===== src/rtl/can_rx_router.sv =====
module can_rx_router #(
  parameter int NUM_MB  = 16,
  parameter int NUM_FF  = 8,
  parameter int MAXMB_W = 7,
  parameter int MBI     = $clog2(NUM_MB),
  parameter int FFI     = $clog2(NUM_FF),
  parameter int IXW     = (MBI > FFI) ? MBI : FFI
) (
  input  logic                  clk,
  input  logic                  rst_n,
  input  logic                  freeze,
  input  logic                  cfg_we,
  input  logic [2:0]            cfg_wdata,
  output logic [2:0]            cfg_q,
  input  logic [MAXMB_W-1:0]    maxmb,
  input  logic                  fifo_indiv_en,
  input  logic [30:0]           fifo_gmask,
  input  logic [NUM_MB*4-1:0]   mb_code,
  input  logic [NUM_MB*29-1:0]  mb_id,
  input  logic [NUM_MB-1:0]     mb_ide,
  input  logic [NUM_MB-1:0]     mb_rtr,
  input  logic [NUM_MB*31-1:0]  mb_mask,
  input  logic [NUM_FF*29-1:0]  ff_id,
  input  logic [NUM_FF-1:0]     ff_ide,
  input  logic [NUM_FF-1:0]     ff_rtr,
  input  logic [NUM_FF*31-1:0]  ff_mask,
  input  logic                  frm_vld,
  input  logic [28:0]           frm_id,
  input  logic                  frm_ide,
  input  logic                  frm_rtr,
  output logic                  res_vld,
  output logic [1:0]            res_hit,
  output logic [IXW-1:0]        res_idx,
  output logic                  rsp_req
);

  localparam logic [3:0] CODE_EMPTY  = 4'b0100;
  localparam logic [3:0] CODE_FULL   = 4'b0010;
  localparam logic [3:0] CODE_ANSWER = 4'b1010;

  typedef enum logic [1:0] {HIT_NONE = 2'd0, HIT_MB = 2'd1, HIT_FF = 2'd2, HIT_ANS = 2'd3} hit_e;

  logic mb_first, store_rem, full_cmp;
  assign mb_first  = cfg_q[2];
  assign store_rem = cfg_q[1];
  assign full_cmp  = cfg_q[0];

  always_ff @(posedge clk or negedge rst_n)
    if (!rst_n) cfg_q <= '0;
    else if (freeze && cfg_we) cfg_q <= cfg_wdata;

  logic        pend;
  logic [28:0] f_id;
  logic        f_ide, f_rtr;

  always_ff @(posedge clk or negedge rst_n)
    if (!rst_n) begin
      pend  <= 1'b0;
      f_id  <= '0;
      f_ide <= 1'b0;
      f_rtr <= 1'b0;
    end else begin
      pend <= frm_vld;
      if (frm_vld) begin
        f_id  <= frm_id;
        f_ide <= frm_ide;
        f_rtr <= frm_rtr;
      end
    end

  logic [MBI-1:0] last_mb;
  always_comb
    if (int'(maxmb) >= NUM_MB - 1) last_mb = MBI'(NUM_MB - 1);
    else                           last_mb = MBI'(maxmb);

  logic [28:0] width_m;
  assign width_m = f_ide ? {29{1'b1}} : 29'h7FF;

  logic [NUM_MB-1:0] mb_hit, ans_hit;
  logic [NUM_FF-1:0] ff_hit;

  for (genvar i = 0; i < NUM_MB; i++) begin : g_mb
    logic [28:0] fid;
    logic [30:0] m;
    logic [3:0]  code;
    logic        in_rng, rx_ok, id_ok, ide_ok, rtr_ok;
    assign fid    = mb_id[i*29 +: 29];
    assign m      = mb_mask[i*31 +: 31];
    assign code   = mb_code[i*4 +: 4];
    assign in_rng = MBI'(i) <= last_mb;
    assign rx_ok  = (code == CODE_EMPTY) || (code == CODE_FULL);
    assign id_ok  = ((f_id ^ fid) & m[28:0] & width_m) == '0;
    assign ide_ok = (f_ide == mb_ide[i]) || (full_cmp && !m[30]);
    assign rtr_ok = !full_cmp || !m[29] || (f_rtr == mb_rtr[i]);
    assign mb_hit[i]  = in_rng && rx_ok && id_ok && ide_ok && rtr_ok;
    assign ans_hit[i] = in_rng && (code == CODE_ANSWER) && (f_ide == mb_ide[i]) &&
                        (((f_id ^ fid) & width_m) == '0);
  end

  for (genvar j = 0; j < NUM_FF; j++) begin : g_ff
    logic [28:0] fid;
    logic [30:0] m;
    assign fid = ff_id[j*29 +: 29];
    assign m   = fifo_indiv_en ? ff_mask[j*31 +: 31] : fifo_gmask;
    assign ff_hit[j] = (((f_id ^ fid) & m[28:0] & width_m) == '0) &&
                       (!m[30] || (f_ide == ff_ide[j])) &&
                       (!m[29] || (f_rtr == ff_rtr[j]));
  end

  logic [MBI-1:0] mb_sel, ans_sel;
  logic [FFI-1:0] ff_sel;

  always_comb begin
    mb_sel  = '0;
    ans_sel = '0;
    for (int k = NUM_MB - 1; k >= 0; k--) begin
      if (mb_hit[k])  mb_sel  = MBI'(k);
      if (ans_hit[k]) ans_sel = MBI'(k);
    end
  end

  always_comb begin
    ff_sel = '0;
    for (int k = NUM_FF - 1; k >= 0; k--)
      if (ff_hit[k]) ff_sel = FFI'(k);
  end

  logic mb_any, ff_any, answer;
  assign mb_any = |mb_hit;
  assign ff_any = |ff_hit;
  assign answer = f_rtr && !store_rem && (|ans_hit);

  hit_e           nxt_hit;
  logic [IXW-1:0] nxt_idx;

  always_comb begin
    nxt_hit = HIT_NONE;
    nxt_idx = '0;
    if (answer) begin
      nxt_hit = HIT_ANS;
      nxt_idx = IXW'(ans_sel);
    end else if (mb_first && mb_any) begin
      nxt_hit = HIT_MB;
      nxt_idx = IXW'(mb_sel);
    end else if (ff_any) begin
      nxt_hit = HIT_FF;
      nxt_idx = IXW'(ff_sel);
    end else if (mb_any) begin
      nxt_hit = HIT_MB;
      nxt_idx = IXW'(mb_sel);
    end
  end

  always_ff @(posedge clk or negedge rst_n)
    if (!rst_n) begin
      res_vld <= 1'b0;
      res_hit <= HIT_NONE;
      res_idx <= '0;
      rsp_req <= 1'b0;
    end else begin
      res_vld <= pend;
      rsp_req <= pend && answer;
      if (pend) begin
        res_hit <= nxt_hit;
        res_idx <= nxt_idx;
      end
    end

  p_cfg_hold_r2: assert property (@(posedge clk) disable iff (!rst_n)
    !(freeze && cfg_we) |=> $stable(cfg_q));

  p_cfg_load_r2: assert property (@(posedge clk) disable iff (!rst_n)
    (freeze && cfg_we) |=> (cfg_q == $past(cfg_wdata)));

  p_latency_r3: assert property (@(posedge clk) disable iff (!rst_n)
    frm_vld |=> ##1 res_vld);

  p_strobe_src_r3: assert property (@(posedge clk) disable iff (!rst_n)
    res_vld |-> $past(frm_vld, 2));

  p_mb_range_r5: assert property (@(posedge clk) disable iff (!rst_n)
    (res_vld && res_hit[0]) |-> (int'(res_idx) <= int'($past(last_mb))));

  p_rsp_answer_r11: assert property (@(posedge clk) disable iff (!rst_n)
    rsp_req |-> (res_vld && res_hit == HIT_ANS));

  p_store_rem_r12: assert property (@(posedge clk) disable iff (!rst_n)
    rsp_req |-> !$past(store_rem));

endmodule


===== config.mk =====
export PLATFORM = sky130hd
export DESIGN_NAME = can_rx_router
export DESIGN_NICKNAME = d
export VERILOG_FILES = /design/src/rtl/can_rx_router.sv
export SDC_FILE = /design/constraint.sdc
export NUM_CORES = 1
export LEC_CHECK = 0
export BUFFER_PORTS_ARGS = -buffer_cell sky130_fd_sc_hd__clkbuf_2
export CAP_MARGIN = 20
export CORE_AREA = 2 2 643 645
export CTS_CLUSTER_DIAMETER = 150
export DETAILED_ROUTE_END_ITERATION = 8
export DIE_AREA = 0 0 645 647
export MAX_ROUTING_LAYER = met4
export PLACE_DENSITY = 0.3
export SYNTH_ARGS = -nofsm -noshare
export SYNTH_HDL_FRONTEND = slang
export SYNTH_SLANG_ARGS = --single-unit

===== constraint.sdc =====
create_clock -name clk -period 3.4 [get_ports clk]
set_clock_uncertainty 0.1 [all_clocks]
set_input_delay 0.17 -clock clk [delete_from_list [all_inputs] [get_ports clk]]
set_output_delay 0.17 -clock clk [all_outputs]
set_load 0.01 [all_outputs]

==> results_dict.tcl <==
set metrics [dict create \
    first_pass_iters 6 \
    drive_above_1_share_pct 55.70 \
    antenna_found_initial 275 \
    clk_path_buf_depth 2 \
    synth_cells 2460 \
    grt_usage_pct 17.38 \
    syn_avg_cell_area_um2 7.458 \
    ir_worst_vdd_mv 0.2206 \
    p_int_w 0.004542 \
    yosys.area.top_type "xor2_1" \
    setup_viol 7 \
    drv_cap 0 \
    synth_top_area_share_pct 22.20 \
    synth_seq_cells 43 \
    area_growth_pct 127.0 \
    worstMarginPinSlew_ns 0.9924 \
    maxSlewHeadroom_pct 33.84 \
    final_util_pct 10.13 \
    violations "negative setup slack" \
    combPwrFrac_pct 85.0 \
    timing.final.ws_setup_ns -0.2157 \
    finalCritPeriodShare_pct 106.3 \
    drv_slew 0 \
    routed_wl_um 368800 \
    port_buffers 1640 \
    coreArea_um2 411000 \
    numCtsBuffers 5 \
    drtAntennaViolNets 0 \
    start_util_pct 4.464 \
    fin_crit_ns 3.616 \
    required_ns 3.56 \
    grt_max_degree 30 \
    hold_ws_ns 0.07460 \
    hold_class "input port to register" \
    ios 1641 \
    worstPathMaxFanout 17 \
    clkTransAtPathRegs_ns 0.13 \
    route.detailed.drc 0 \
    max_freq_mhz 276.6 \
    p_seq_share_pct 6.8 \
    die_w_um 645 \
    crit_path_end_kind "register" \
    yosysSeqAreaShare_pct 5.865 \
    max_stage_delay_ns 0.54 \
    grt_pass1_wl_um 438800 \
    netlist_area_um2 18350 \
    status "finished, violations left" \
    cts_root_buffer "clkbuf_16" \
    powerDensity_nw_per_um2 250.7 \
    synth-main-ff-cell "dfrtp_1" \
    via_per_inst 3.132 \
    path_cells "buf_4 -> buf_12 -> xor2_1 -> or4_1 -> a2111oi_0 -> and4_1 -> a22oi_1 -> nand4_1 -> o221ai_2 -> o31ai_2 -> a31oi_1" \
    htree_levels 2 \
    nets 6275 \
    swShare_pct 56.50 \
    p_total_w 0.01044 \
    hold_viol 0 \
    hpwl_um 343600 \
    die_area_um2 417300 \
    syn-num-nets 4090 \
    synthArstFlopShare_pct 100.0 \
    place.gp.congestion 0.9651 \
    post-place-ws_ns -0.9909 \
    fillers 48470 \
    drt-initial-drc-count 3234 \
    wl_per_cell_um 35.95 \
    synth.distinct_cells 76 \
    p_sw_w 0.005900 \
    num_vias 32130 \
    cp-start-kind "register" \
    rows 236 \
    cp_slowest_cell "dfrtp_4" \
    yosys_warnings 0 \
    reg2reg_slack_ns -0.22 \
    die_height_um 647 \
    synth_edf_count 0 \
    p_leak_nw 17.68 \
    grt_pass1_vias 32920 \
    grt_overflow 0 \
    rsz0062_at_grt "yes" \
    critPathKind "register to register" \
    clock-sinks 43 \
    finalSetupTns_ns -0.9630 \
    insertion_delay_ns 0.40 \
    cts_tree "built" \
    clkPwrFrac_pct 8.2 \
    synthTopCellsByArea "xor2_1 22%, xnor2_1 14%, mux2i_1 7.3%" \
    arrival_ns 3.77 \
]
==> cells in the mapped netlist (12+ instances only) <==
library cell / number
a2111oi_0: 13
a211oi_1: 28
a21oi_1: 141
a22o_1: 16
a22oi_1: 139
a2bb2oi_1: 16
a32oi_1: 14
buf_2: 94
buf_4: 24
clkbuf_1: 25
dfrtp_1: 43
inv_1: 39
mux2_2: 33
mux2i_1: 134
nand2_1: 203
nand2b_1: 26
nand3_1: 72
nand3b_1: 13
nand4_1: 84
nor2_1: 80
nor3_1: 41
nor4_1: 119
o2111ai_1: 15
o22ai_1: 71
o31ai_1: 13
or3_1: 12
or4_1: 19
xnor2_1: 296
xor2_1: 465
==> cell type report <==
class                           count  area [um^2]  share of cell area [%]
Antenna cell                      138        345.3                  0.8292
Clock buffer                        5        125.1                  0.3004
Clock inverter                      3        71.32                  0.1713
Inverter                           40        150.1                  0.3605
Multi-Input combinational cell   2211        17840                   42.83
Sequential cell                    43         1189                   2.854
Tap cell                         5474         6849                   16.45
Timing Repair Buffer             2344        15080                   36.21
==> cell families (layout without fill, tap and decap cells) <==
logic type / Yosys count / after routing / synth area share [%]
buffers and inverters: 206 / 2392 / 6.199
XOR/XNOR: 761 / 761 / 36.33
flip-flops: 43 / 43 / 5.865
other: 0 / 138 / 0
AO/OA/AOI/OAI: 551 / 551 / 21.12
AND/OR/NAND/NOR: 732 / 732 / 21.15
multiplexers: 167 / 167 / 9.336
==> final timing paths <==
| path | startpoint | end | cells past startpoint |
|---|---|---|---|
| worst min register to register | res_hit[0] | res_hit[0] | 2 |
| worst max-delay path | f_id[7] | res_idx[0] | 11 |
| worst min-delay path | frm_ide | f_ide | 3 |
| min in group asynchronous | rst_n | f_id[12] | 2 |
| worst max register to register | f_id[7] | res_idx[0] | 11 |
| max in group asynchronous | rst_n | f_id[6] | 3 |
==> what timing repair did <==
item,4_1_cts,5_1_grt
hold buffers,34,0
hold endpoints to repair,61,0
pin swaps,47,29
gates resized for setup,223,52
cloned,1,0
endpoints found under the setup margin,7,7
setup buffers,41,20
==> sequential cells by signal, indices dropped and copies added (netlist names) <==
name and count:
cfg_q 3, f_id 29, f_ide 1, f_rtr 1, pend 1, res_hit 2
res_idx 4, res_vld 1, rsp_req 1
==> layout by cell type (no fill, tap or decap), types with 73 or more instances in the layout <==
master | netlist | final
diode_2 | 0 | 138
xor2_1 | 465 | 413
nand2_1 | 203 | 202
xnor2_1 | 296 | 271
buf_12 | 1 | 104
nor2_1 | 80 | 73
mux2i_1 | 134 | 134
a22oi_1 | 139 | 137
clkbuf_2 | 1 | 1637
nor4_1 | 119 | 95
nand4_1 | 84 | 84
buf_4 | 24 | 538
a21oi_1 | 141 | 128
==> worst max-delay path, delay by kind of cell (launching register included) <==
kind / cells / cell delay (ns)
DFF: 1 / 0.54
AOI/OAI and AO/OA: 5 / 1.01
buffers and inverters: 2 / 0.31
and+or+nand+nor: 3 / 1.15
xor gates and xnor gates: 1 / 0.27
==> per-stage QoR <==
stage               std cells  instance area, um^2
floorplan                2460                18350
finish                  10260                41640
detailed placement      10020                38520
global route            10240                41590
CTS                     10100                40860
global placement        10020                38450
==> power groups by stage <==
| stage | sequential (W) | clock [W] | combinational [W] |
|---|---|---|---|
| 2_1_floorplan | 0.000593 | 0 | 0.00277 |
| 3_3_place_gp | 0.000770 | 0 | 0.00839 |
| 3_5_place_dp | 0.000773 | 0 | 0.00832 |
| 4_1_cts | 0.000725 | 0.000947 | 0.00887 |
| 5_1_grt | 0.000718 | 0.000933 | 0.00927 |
| 6_report | 0.000706 | 0.000857 | 0.00888 |
==> routing by layer <==
metal	up-vias	wire length (um)	track usage, %
met1	16130	152200	20.80
li1	13620	-	-
met3	407	31600	5.031
met5	-	0	-
met4	0	9324	3.376
met2	1964	175700	28.92
No activity file was read; power rests on OpenSTA's default activity.
